File: src/rtl/quiz_pkg.sv
// Shared types and byte codes for the quiz buzzer controller.
package quiz_pkg;
    typedef logic signed [7:0] score_t;

    localparam logic [7:0] CMD_START    = 8'h6B;
    localparam logic [7:0] CMD_NEXT     = 8'h6E;
    localparam logic [7:0] CMD_END      = 8'h65;
    localparam logic [7:0] EVT_TIMEOUT  = 8'h54;
    localparam logic [7:0] EVT_OVERTIME = 8'h56;
    localparam logic [7:0] EVT_NEXT     = 8'h4E;
    localparam logic [7:0] EVT_END      = 8'h45;
    localparam logic [7:0] EVT_DIGIT0   = 8'h30;

    typedef enum logic [2:0] {
        ST_IDLE,
        ST_BUZZ,
        ST_ANSWER,
        ST_SCAN,
        ST_DONE
    } qb_state_e;
endpackage

File: src/rtl/qb_timebase.sv
// Seconds divider: gives a one-cycle pulse on every TICKS_PER_SEC-th tick.
// Assumes tick_i is a single-cycle strobe; clr_i restarts the count at zero.
module qb_timebase #(
    parameter int TICKS_PER_SEC = 38
) (
    input  logic clk,
    input  logic rst_n,
    input  logic clr_i,
    input  logic tick_i,
    output logic sec_o
);
    localparam int CW = (TICKS_PER_SEC > 1) ? $clog2(TICKS_PER_SEC) : 1;
    localparam logic [CW-1:0] LAST = CW'(TICKS_PER_SEC - 1);

    logic [CW-1:0] cnt_q;

    // Pulse when the final tick of a second arrives.
    assign sec_o = tick_i && !clr_i && (cnt_q == LAST);

    // Count ticks within the current second.
    always_ff @(posedge clk) begin
        if (!rst_n || clr_i) begin
            cnt_q <= '0;
        end else if (tick_i) begin
            cnt_q <= (cnt_q == LAST) ? '0 : cnt_q + CW'(1);
        end
    end
endmodule

File: src/rtl/qb_arbiter.sv
// First-press detector: finds rising button edges, drops masked players,
// and picks the lowest index when several rise together.
// Assumes buttons are already debounced and synchronous to clk.
module qb_arbiter #(
    parameter int N  = 8,
    parameter int IW = 3
) (
    input  logic          clk,
    input  logic          rst_n,
    input  logic          arm_i,
    input  logic [N-1:0]  btn_i,
    input  logic [N-1:0]  mask_i,
    output logic          hit_o,
    output logic [IW-1:0] idx_o
);
    logic [N-1:0] prev_q;
    logic [N-1:0] rise;

    // Remember last button levels for edge detection.
    always_ff @(posedge clk) begin
        if (!rst_n) prev_q <= '0;
        else        prev_q <= btn_i;
    end

    assign rise  = btn_i & ~prev_q & ~mask_i;
    assign hit_o = arm_i && (|rise);

    // Fixed priority: scanning downward leaves the lowest set index.
    always_comb begin
        idx_o = '0;
        for (int i = N - 1; i >= 0; i--) begin
            if (rise[i]) idx_o = IW'(i);
        end
    end
endmodule

File: src/rtl/qb_scoreboard.sv
// Per-player signed score registers with elimination flags.
// Assumes dec_i is raised only for a player who is not eliminated,
// and INIT_SCORE is non-negative and fits in a signed byte.
module qb_scoreboard
    import quiz_pkg::*;
#(
    parameter int N          = 8,
    parameter int IW         = 3,
    parameter int INIT_SCORE = 3
) (
    input  logic                 clk,
    input  logic                 rst_n,
    input  logic                 dec_i,
    input  logic [IW-1:0]        dec_idx_i,
    output score_t [N-1:0]       scores_o,
    output logic   [N-1:0]       elim_o
);
    for (genvar g = 0; g < N; g++) begin : g_slot
        score_t score_q;
        logic   elim_q;

        // Decrement this slot on a win; flag it once it drops below zero.
        always_ff @(posedge clk) begin
            if (!rst_n) begin
                score_q <= score_t'(INIT_SCORE);
                elim_q  <= 1'b0;
            end else if (dec_i && dec_idx_i == IW'(g)) begin
                score_q <= score_q - score_t'(1);
                if (score_q <= score_t'(0)) elim_q <= 1'b1;
            end
        end

        assign scores_o[g] = score_q;
        assign elim_o[g]   = elim_q;
    end
endmodule

File: src/rtl/qb_maxscan.sv
// Sequential highest-score search, one slot per clock.
// Strict comparison keeps the lowest index on ties. Takes N cycles after start_i.
module qb_maxscan
    import quiz_pkg::*;
#(
    parameter int N  = 8,
    parameter int IW = 3
) (
    input  logic           clk,
    input  logic           rst_n,
    input  logic           start_i,
    input  score_t [N-1:0] scores_i,
    output logic           done_o,
    output logic [IW-1:0]  best_idx_o
);
    logic    busy_q;
    logic [IW-1:0] ptr_q;
    score_t  best_q;

    // Walk the score slots and keep the running maximum.
    always_ff @(posedge clk) begin
        if (!rst_n) begin
            busy_q     <= 1'b0;
            ptr_q      <= '0;
            best_q     <= '0;
            best_idx_o <= '0;
            done_o     <= 1'b0;
        end else begin
            done_o <= 1'b0;
            if (start_i) begin
                busy_q     <= 1'b1;
                ptr_q      <= IW'(1);
                best_q     <= scores_i[0];
                best_idx_o <= '0;
            end else if (busy_q) begin
                if ($signed(scores_i[ptr_q]) > $signed(best_q)) begin
                    best_q     <= scores_i[ptr_q];
                    best_idx_o <= ptr_q;
                end
                if (ptr_q == IW'(N - 1)) begin
                    busy_q <= 1'b0;
                    done_o <= 1'b1;
                end else begin
                    ptr_q <= ptr_q + IW'(1);
                end
            end
        end
    end
endmodule

File: src/rtl/quiz_buzzer_ctrl.sv
// Round controller for the quiz buzzer. It sequences idle, buzz window,
// answer window, end-of-game scan and done. It decodes command bytes and
// issues event bytes.
// Assumes N_PLAYERS is at most 9, so event digits stay single ASCII characters.
module quiz_buzzer_ctrl
    import quiz_pkg::*;
#(
    parameter int N_PLAYERS     = 8,
    parameter int TICKS_PER_SEC = 38,
    parameter int BUZZ_SEC      = 5,
    parameter int ANSWER_SEC    = 10,
    parameter int INIT_SCORE    = 3
) (
    input  logic                  clk,
    input  logic                  rst_n,
    input  logic                  tick_i,
    input  logic [N_PLAYERS-1:0]  btn_i,
    input  logic                  cmd_valid_i,
    input  logic [7:0]            cmd_data_i,
    output logic                  cmd_ready_o,
    output logic                  evt_valid_o,
    output logic [7:0]            evt_data_o,
    output logic                  alarm_lamp_o,
    output logic                  hold_lamp_o,
    output logic [$clog2(N_PLAYERS+1)-1:0] disp_player_o,
    output logic [7:0]            disp_score_o,
    output logic [N_PLAYERS-1:0]  elim_o
);
    localparam int IW   = (N_PLAYERS > 1) ? $clog2(N_PLAYERS) : 1;
    localparam int PNW  = $clog2(N_PLAYERS + 1);
    localparam int WMAX = (BUZZ_SEC > ANSWER_SEC) ? BUZZ_SEC : ANSWER_SEC;
    localparam int SW   = $clog2(WMAX + 1);
    localparam logic [SW-1:0] BUZZ_LAST = SW'(BUZZ_SEC - 1);
    localparam logic [SW-1:0] ANS_LAST  = SW'(ANSWER_SEC - 1);

    qb_state_e state_q;
    logic [SW-1:0] sec_cnt_q;
    logic [IW-1:0] disp_idx_q;
    logic          disp_valid_q;
    logic          alarm_q;

    logic          in_window, sec_pulse, tb_clr;
    logic          hit, win_dec, scan_start, scan_done;
    logic [IW-1:0] hit_idx, best_idx;
    logic          cmd_fire;
    logic [SW-1:0] win_last;
    score_t [N_PLAYERS-1:0] scores;

    assign cmd_ready_o = (state_q != ST_SCAN);
    assign cmd_fire    = cmd_valid_i && cmd_ready_o;
    assign in_window   = (state_q == ST_BUZZ) || (state_q == ST_ANSWER);
    assign win_dec     = (state_q == ST_BUZZ) && hit;
    assign tb_clr      = !in_window || win_dec;
    assign scan_start  = (state_q == ST_IDLE) && cmd_fire && (cmd_data_i == CMD_END);
    assign win_last    = (state_q == ST_ANSWER) ? ANS_LAST : BUZZ_LAST;

    qb_timebase #(.TICKS_PER_SEC(TICKS_PER_SEC)) u_tb (
        .clk(clk), .rst_n(rst_n), .clr_i(tb_clr),
        .tick_i(tick_i && in_window), .sec_o(sec_pulse)
    );

    qb_arbiter #(.N(N_PLAYERS), .IW(IW)) u_arb (
        .clk(clk), .rst_n(rst_n), .arm_i(state_q == ST_BUZZ),
        .btn_i(btn_i), .mask_i(elim_o), .hit_o(hit), .idx_o(hit_idx)
    );

    qb_scoreboard #(.N(N_PLAYERS), .IW(IW), .INIT_SCORE(INIT_SCORE)) u_sb (
        .clk(clk), .rst_n(rst_n), .dec_i(win_dec), .dec_idx_i(hit_idx),
        .scores_o(scores), .elim_o(elim_o)
    );

    qb_maxscan #(.N(N_PLAYERS), .IW(IW)) u_scan (
        .clk(clk), .rst_n(rst_n), .start_i(scan_start), .scores_i(scores),
        .done_o(scan_done), .best_idx_o(best_idx)
    );

    // Round sequencing, window timing and event generation.
    always_ff @(posedge clk) begin
        if (!rst_n) begin
            state_q      <= ST_IDLE;
            sec_cnt_q    <= '0;
            disp_idx_q   <= '0;
            disp_valid_q <= 1'b0;
            alarm_q      <= 1'b0;
            evt_valid_o  <= 1'b0;
            evt_data_o   <= '0;
        end else begin
            evt_valid_o <= 1'b0;
            case (state_q)
                ST_IDLE: begin
                    if (cmd_fire && cmd_data_i == CMD_START) begin
                        state_q   <= ST_BUZZ;
                        sec_cnt_q <= '0;
                        alarm_q   <= 1'b0;
                    end else if (scan_start) begin
                        state_q <= ST_SCAN;
                    end
                end
                ST_BUZZ: begin
                    if (hit) begin
                        state_q      <= ST_ANSWER;
                        sec_cnt_q    <= '0;
                        disp_idx_q   <= hit_idx;
                        disp_valid_q <= 1'b1;
                        evt_valid_o  <= 1'b1;
                        evt_data_o   <= EVT_DIGIT0 + 8'(hit_idx) + 8'd1;
                    end else if (sec_pulse) begin
                        if (sec_cnt_q == win_last) begin
                            state_q     <= ST_IDLE;
                            alarm_q     <= 1'b1;
                            evt_valid_o <= 1'b1;
                            evt_data_o  <= EVT_TIMEOUT;
                        end else begin
                            sec_cnt_q <= sec_cnt_q + SW'(1);
                        end
                    end
                end
                ST_ANSWER: begin
                    if (cmd_fire && cmd_data_i == CMD_NEXT) begin
                        state_q     <= ST_IDLE;
                        evt_valid_o <= 1'b1;
                        evt_data_o  <= EVT_NEXT;
                    end else if (sec_pulse) begin
                        if (sec_cnt_q == win_last) begin
                            state_q     <= ST_IDLE;
                            alarm_q     <= 1'b1;
                            evt_valid_o <= 1'b1;
                            evt_data_o  <= EVT_OVERTIME;
                        end else begin
                            sec_cnt_q <= sec_cnt_q + SW'(1);
                        end
                    end
                end
                ST_SCAN: begin
                    if (scan_done) begin
                        state_q      <= ST_DONE;
                        disp_idx_q   <= best_idx;
                        disp_valid_q <= 1'b1;
                        evt_valid_o  <= 1'b1;
                        evt_data_o   <= EVT_END;
                    end
                end
                default: state_q <= ST_DONE;
            endcase
        end
    end

    assign alarm_lamp_o  = alarm_q;
    assign hold_lamp_o   = (state_q == ST_ANSWER);
    assign disp_player_o = disp_valid_q ? (PNW'(disp_idx_q) + PNW'(1)) : '0;
    assign disp_score_o  = disp_valid_q ? scores[disp_idx_q] : 8'd0;
endmodule

File: config.mk
export PLATFORM = sky130hd
export DESIGN_NAME = quiz_buzzer_ctrl
export DESIGN_NICKNAME = d
export VERILOG_FILES = /design/src/rtl/quiz_pkg.sv /design/src/rtl/qb_timebase.sv /design/src/rtl/qb_arbiter.sv /design/src/rtl/qb_scoreboard.sv /design/src/rtl/qb_maxscan.sv /design/src/rtl/quiz_buzzer_ctrl.sv
export SDC_FILE = /design/constraint.sdc
export NUM_CORES = 1
export LEC_CHECK = 0
export ABC_AREA = 1
export CORE_MARGIN = 5
export CORE_UTILIZATION = 35
export CTS_BUF_LIST = sky130_fd_sc_hd__clkbuf_4
export DETAILED_ROUTE_END_ITERATION = 10
export HOLD_SLACK_MARGIN = 0.02
export PLACE_DENSITY_LB_ADDON = 0.1
export SLEW_MARGIN = 25
export SYNTH_ARGS = -nofsm -noshare
export SYNTH_HDL_FRONTEND = slang
export SYNTH_SLANG_ARGS = --single-unit
File: constraint.sdc
create_clock -name clk -period 6.45 [get_ports clk]
set_clock_uncertainty 0.1 [all_clocks]
set_input_delay 0.645 -clock clk [delete_from_list [all_inputs] [get_ports clk]]
set_output_delay 0.645 -clock clk [all_outputs]
set_load 0.02 [all_outputs]
==> results.md <==
- Dividing the final minimum period by the clock period gives 0.6571.
- The number of warning messages in the yosys log is 0.
- The placed wire-length estimate after detailed placement is 17.22 mm.
- The number of buffers added by the clock tree synthesis step is 17.
- The number of max-capacitance violations reported is 0.
- In the routed layout, each cell is associated on average with a via count of 4.982.
- The synthesized design contains 0 enable-type register cells.
- The critical path goes through clkinv_1, a21oi_1, o21ai_0, nand2_1, inv_1, o21bai_1, clkdlybuf4s50_1.
- The final antenna-violating net count is 0.
- The die footprint is 25,670 um^2.
- The cell sitting at the root of the clock tree is a clkbuf_4.
- In this run the power density over the cells is between 200 and 250 nW/um^2.
- In this run the static leakage power is 0.003723 uW.
- The die is around 160 um wide.
- The initial antenna violation count is 1.
- The routed layout has 7,503 vias.
- The required arrival time at the worst endpoint is 5.70 ns.
- Counting every net in the synthesized netlist gives between 1,000 and 1,500.
- In this run the worst hold path is classified as reg2reg.
- The max-slew violation total from the final report came to 0.
- Setup repair after global routing left no endpoint under its margin.
- The time the final worst path needs with I/O delays and setup is 4.239 ns.
- The insertion delay to the later sink of the worst-skew pair is around 0.58 ns.
- The final layout contains 1,261 nets.
- The cell total after placement is 1,474.
- Setup violations remaining at the end of the flow were counted as 0.
- Hold repair after CTS inserted 0 buffers.
- After clock tree synthesis, the clock-pin slew on the worst setup and hold paths is 0.13 ns.
- Overall power consumption after layout is estimated at 1954 uW.
- The layout cell share with drive strength beyond 1 is 0.07459.
- The worst slew margin relative to its limit is 0.4498.
- The area growth from synthesis to layout is 12.69%.
- The row count is 55.
- The all-layer global routing usage is 0.1786.
- The share of synthesized flip-flops with an asynchronous set or reset is 0.
- The flow ran to the end, and the final reports show no timing, DRC or antenna violations.
- In the synthesized netlist the dominant register cell turns out to be dfxtp_1.
- The share of synthesized area occupied by flip-flops and latches is 0.3092.
- The remaining global-route overflow is 0.
- The number of global-route vias before repair is 6,979.
- The first-pass iteration count of the detailed router is 6.
- For the pin with the worst max-slew slack, the measured transition is 0.8244 ns.
- Once the clock tree was built, the resizer swapped 0 gates to a different size.
- After detailed routing, the number of remaining DRC violations is 0.
- The number of setup buffers added after CTS is 0.
- Data on the critical path arrives at its endpoint at 3.49 ns.
- The initial utilization of the core area, before any placement, comes to 0.3521.
- The count of input and output buffers is 50.
- Synthesis handed over a netlist of about 1,200 instances.
- On the worst path, the slowest cell contributes a delay of between 0.8 and 0.9 ns.
- The core box area is 22,430 um^2.
- The category of the worst setup path capture point is an output port.
- Measured on the finished design, the core utilization comes to 0.3968.
- In this run the worst path has a maximum fanout of 19.
- After synthesis the cells add up to 7899 um^2.
- The setup path with the least slack is of type reg2out.
- For this run, the number of standard cells in the final layout without fillers is about 1,500.
- The clock tree synthesis step divided the H-tree into 4 levels.
- The clock net sink count is about 120.
- The slowest stage of the critical path is the dfxtp_1 cell.
- TritonCTS built the clock tree.
- The number of hold violations in the final report is 0.
- The largest net degree at the start of global routing is 59.
- The initial detailed-routing violation count is around 490.
- The number of unique standard cell types used by synthesis is 44.
- The maximum root-to-sink buffer count is 2.
- The total routed wirelength is 23.07 mm.
- 52 I/O pins were placed.
- After detailed routing, the average wire length per cell comes to 15.32 um.
- The achievable frequency is 235.9 MHz.
- The die extent in y is 160.2 um.
- The synthesized flop and latch total is about 120.
- The worst voltage drop across the vdd grid is 122.3 uV.
- The weighted congestion at the end of routability-driven global placement is 0.8317.
- In this run the mean area of a mapped cell was 6.638 um^2.
- Summed over all failing endpoints, the final setup total negative slack is 0 ns.
- The first global-routing pass estimated 37.01 mm of wire.
- The worst setup path is launched from a register.
-- routing by layer --
metal,routed length (um),vias to the layer above,track usage
li1,-,3919,-
met1,10880,3431,0.2376
met2,11070,139,0.3029
met3,895,14,0.03561
met4,221,0,0.03402
met5,0,-,0
-- cell type report --
type                            instances  area (um^2)
Antenna cell                            1        2.502
Clock buffer                           17        127.6
Clock inverter                         14        266.5
Fill cell                            2443        13530
Inverter                              165        621.8
Multi-Input combinational cell        848         4553
Sequential cell                       122         2442
Tap cell                              285        356.6
Timing Repair Buffer                   54        530.5
-- worst paths after layout --
path | start | endpoint | slack [ns] | cells past startpoint
hold / removal | evt_data_o[5]$_SDFFE_PN0P_ | evt_data_o[5]$_SDFFE_PN0P_ | 0.37 | 2
setup reg to reg | u_scan.ptr_q[1]$_SDFFE_PP0P_ | u_scan.best_idx_o[1]$_SDFFE_PP0P_ | 2.69 | 16
hold reg to reg | evt_data_o[5]$_SDFFE_PN0P_ | evt_data_o[5]$_SDFFE_PN0P_ | 0.37 | 2
setup / recovery | disp_idx_q[1]$_SDFFE_PN0P_ | disp_score_o[4] | 2.21 | 7
-- synthesized netlist by cell type (15+ instances only) --
cell type  instances  area [um^2]
clkbuf_1          22        82.58
dfxtp_1          122         2442
nand3_1           60        300.3
ha_1              33        412.9
inv_1            155        581.8
buf_2             15        75.07
o21ai_0          109        545.5
xor2_1            28        245.2
nand4_1           35        219.0
nor2_1           102        382.9
nand2_1          211        792.0
a21oi_1          166        830.8
-- worst max-delay path: cells and delay by family (launching register included) --
kind | cells | cell delay (ns)
AO/OA/AOI/OAI | 3 | 0.61
buffers and inverters | 3 | 1.38
flip-flops | 1 | 0.84
AND/OR/NAND/NOR | 1 | 0.09
-- logic make-up (layout without fill, tap and decap cells) --
group,Yosys count,after routing,synth area share
AO/OA/AOI/OAI,296,296,0.1955
XOR/XNOR,35,35,0.03881
adder cells (fa/ha/maj),33,33,0.05227
buffers and inverters,220,250,0.1144
flip-flops,122,122,0.3092
other,1,2,0.0004748
AND/OR/NAND/NOR,483,483,0.2894
-- per-stage QoR --
stage          setup WS (ns)  cell area [um^2]  hold slack [ns]
3_5_place_dp           2.747              8504           0.3597
2_1_floorplan          4.004              7899           0.3439
5_1_grt                1.998              8901           0.4054
3_3_place_gp           2.694              8504           0.3557
4_1_cts                2.276              8899           0.3790
6_report               2.212              8901           0.3738
-- layout by cell type, fill, tap and decap left out, types with 4 or more instances in the layout --
| cell | n |
|---|---|
| a21oi_1 | 166 |
| and2_1 | 7 |
| buf_4 | 4 |
| bufinv_16 | 7 |
| clkbuf_4 | 17 |
| clkdlybuf4s50_1 | 50 |
| dfxtp_1 | 122 |
| ha_1 | 33 |
| inv_1 | 154 |
| inv_2 | 8 |
| nand2_1 | 211 |
| nand2_2 | 13 |
| nand2_4 | 5 |
| nand3_1 | 60 |
| nand3_2 | 6 |
| nand3b_1 | 7 |
| nand4_1 | 35 |
| nor2_1 | 102 |
| nor2_2 | 8 |
| nor2_4 | 7 |
| nor3_1 | 9 |
| nor4_1 | 5 |
| o21ai_0 | 109 |
| o21bai_1 | 8 |
| xnor2_1 | 7 |
| xor2_1 | 28 |
-- power breakdown --
part	total, uW	internal (uW)	switching [uW]
Combinational	382	130	251
Sequential	803	780	23.4
Clock	770	426	344
-- flip-flops by register name (all words and copies together) (netlist names), 3 cells and up --
signal               count
u_arb.prev_q             8
u_scan.ptr_q             3
u_sb.g_slot.elim_q       8
state_q                  3
evt_data_o               7
u_scan.best_idx_o        3
sec_cnt_q                4
u_sb.g_slot.score_q     64
disp_idx_q               3
u_scan.best_q            8
u_tb.cnt_q               6
(Power assumes the default switching activity.)
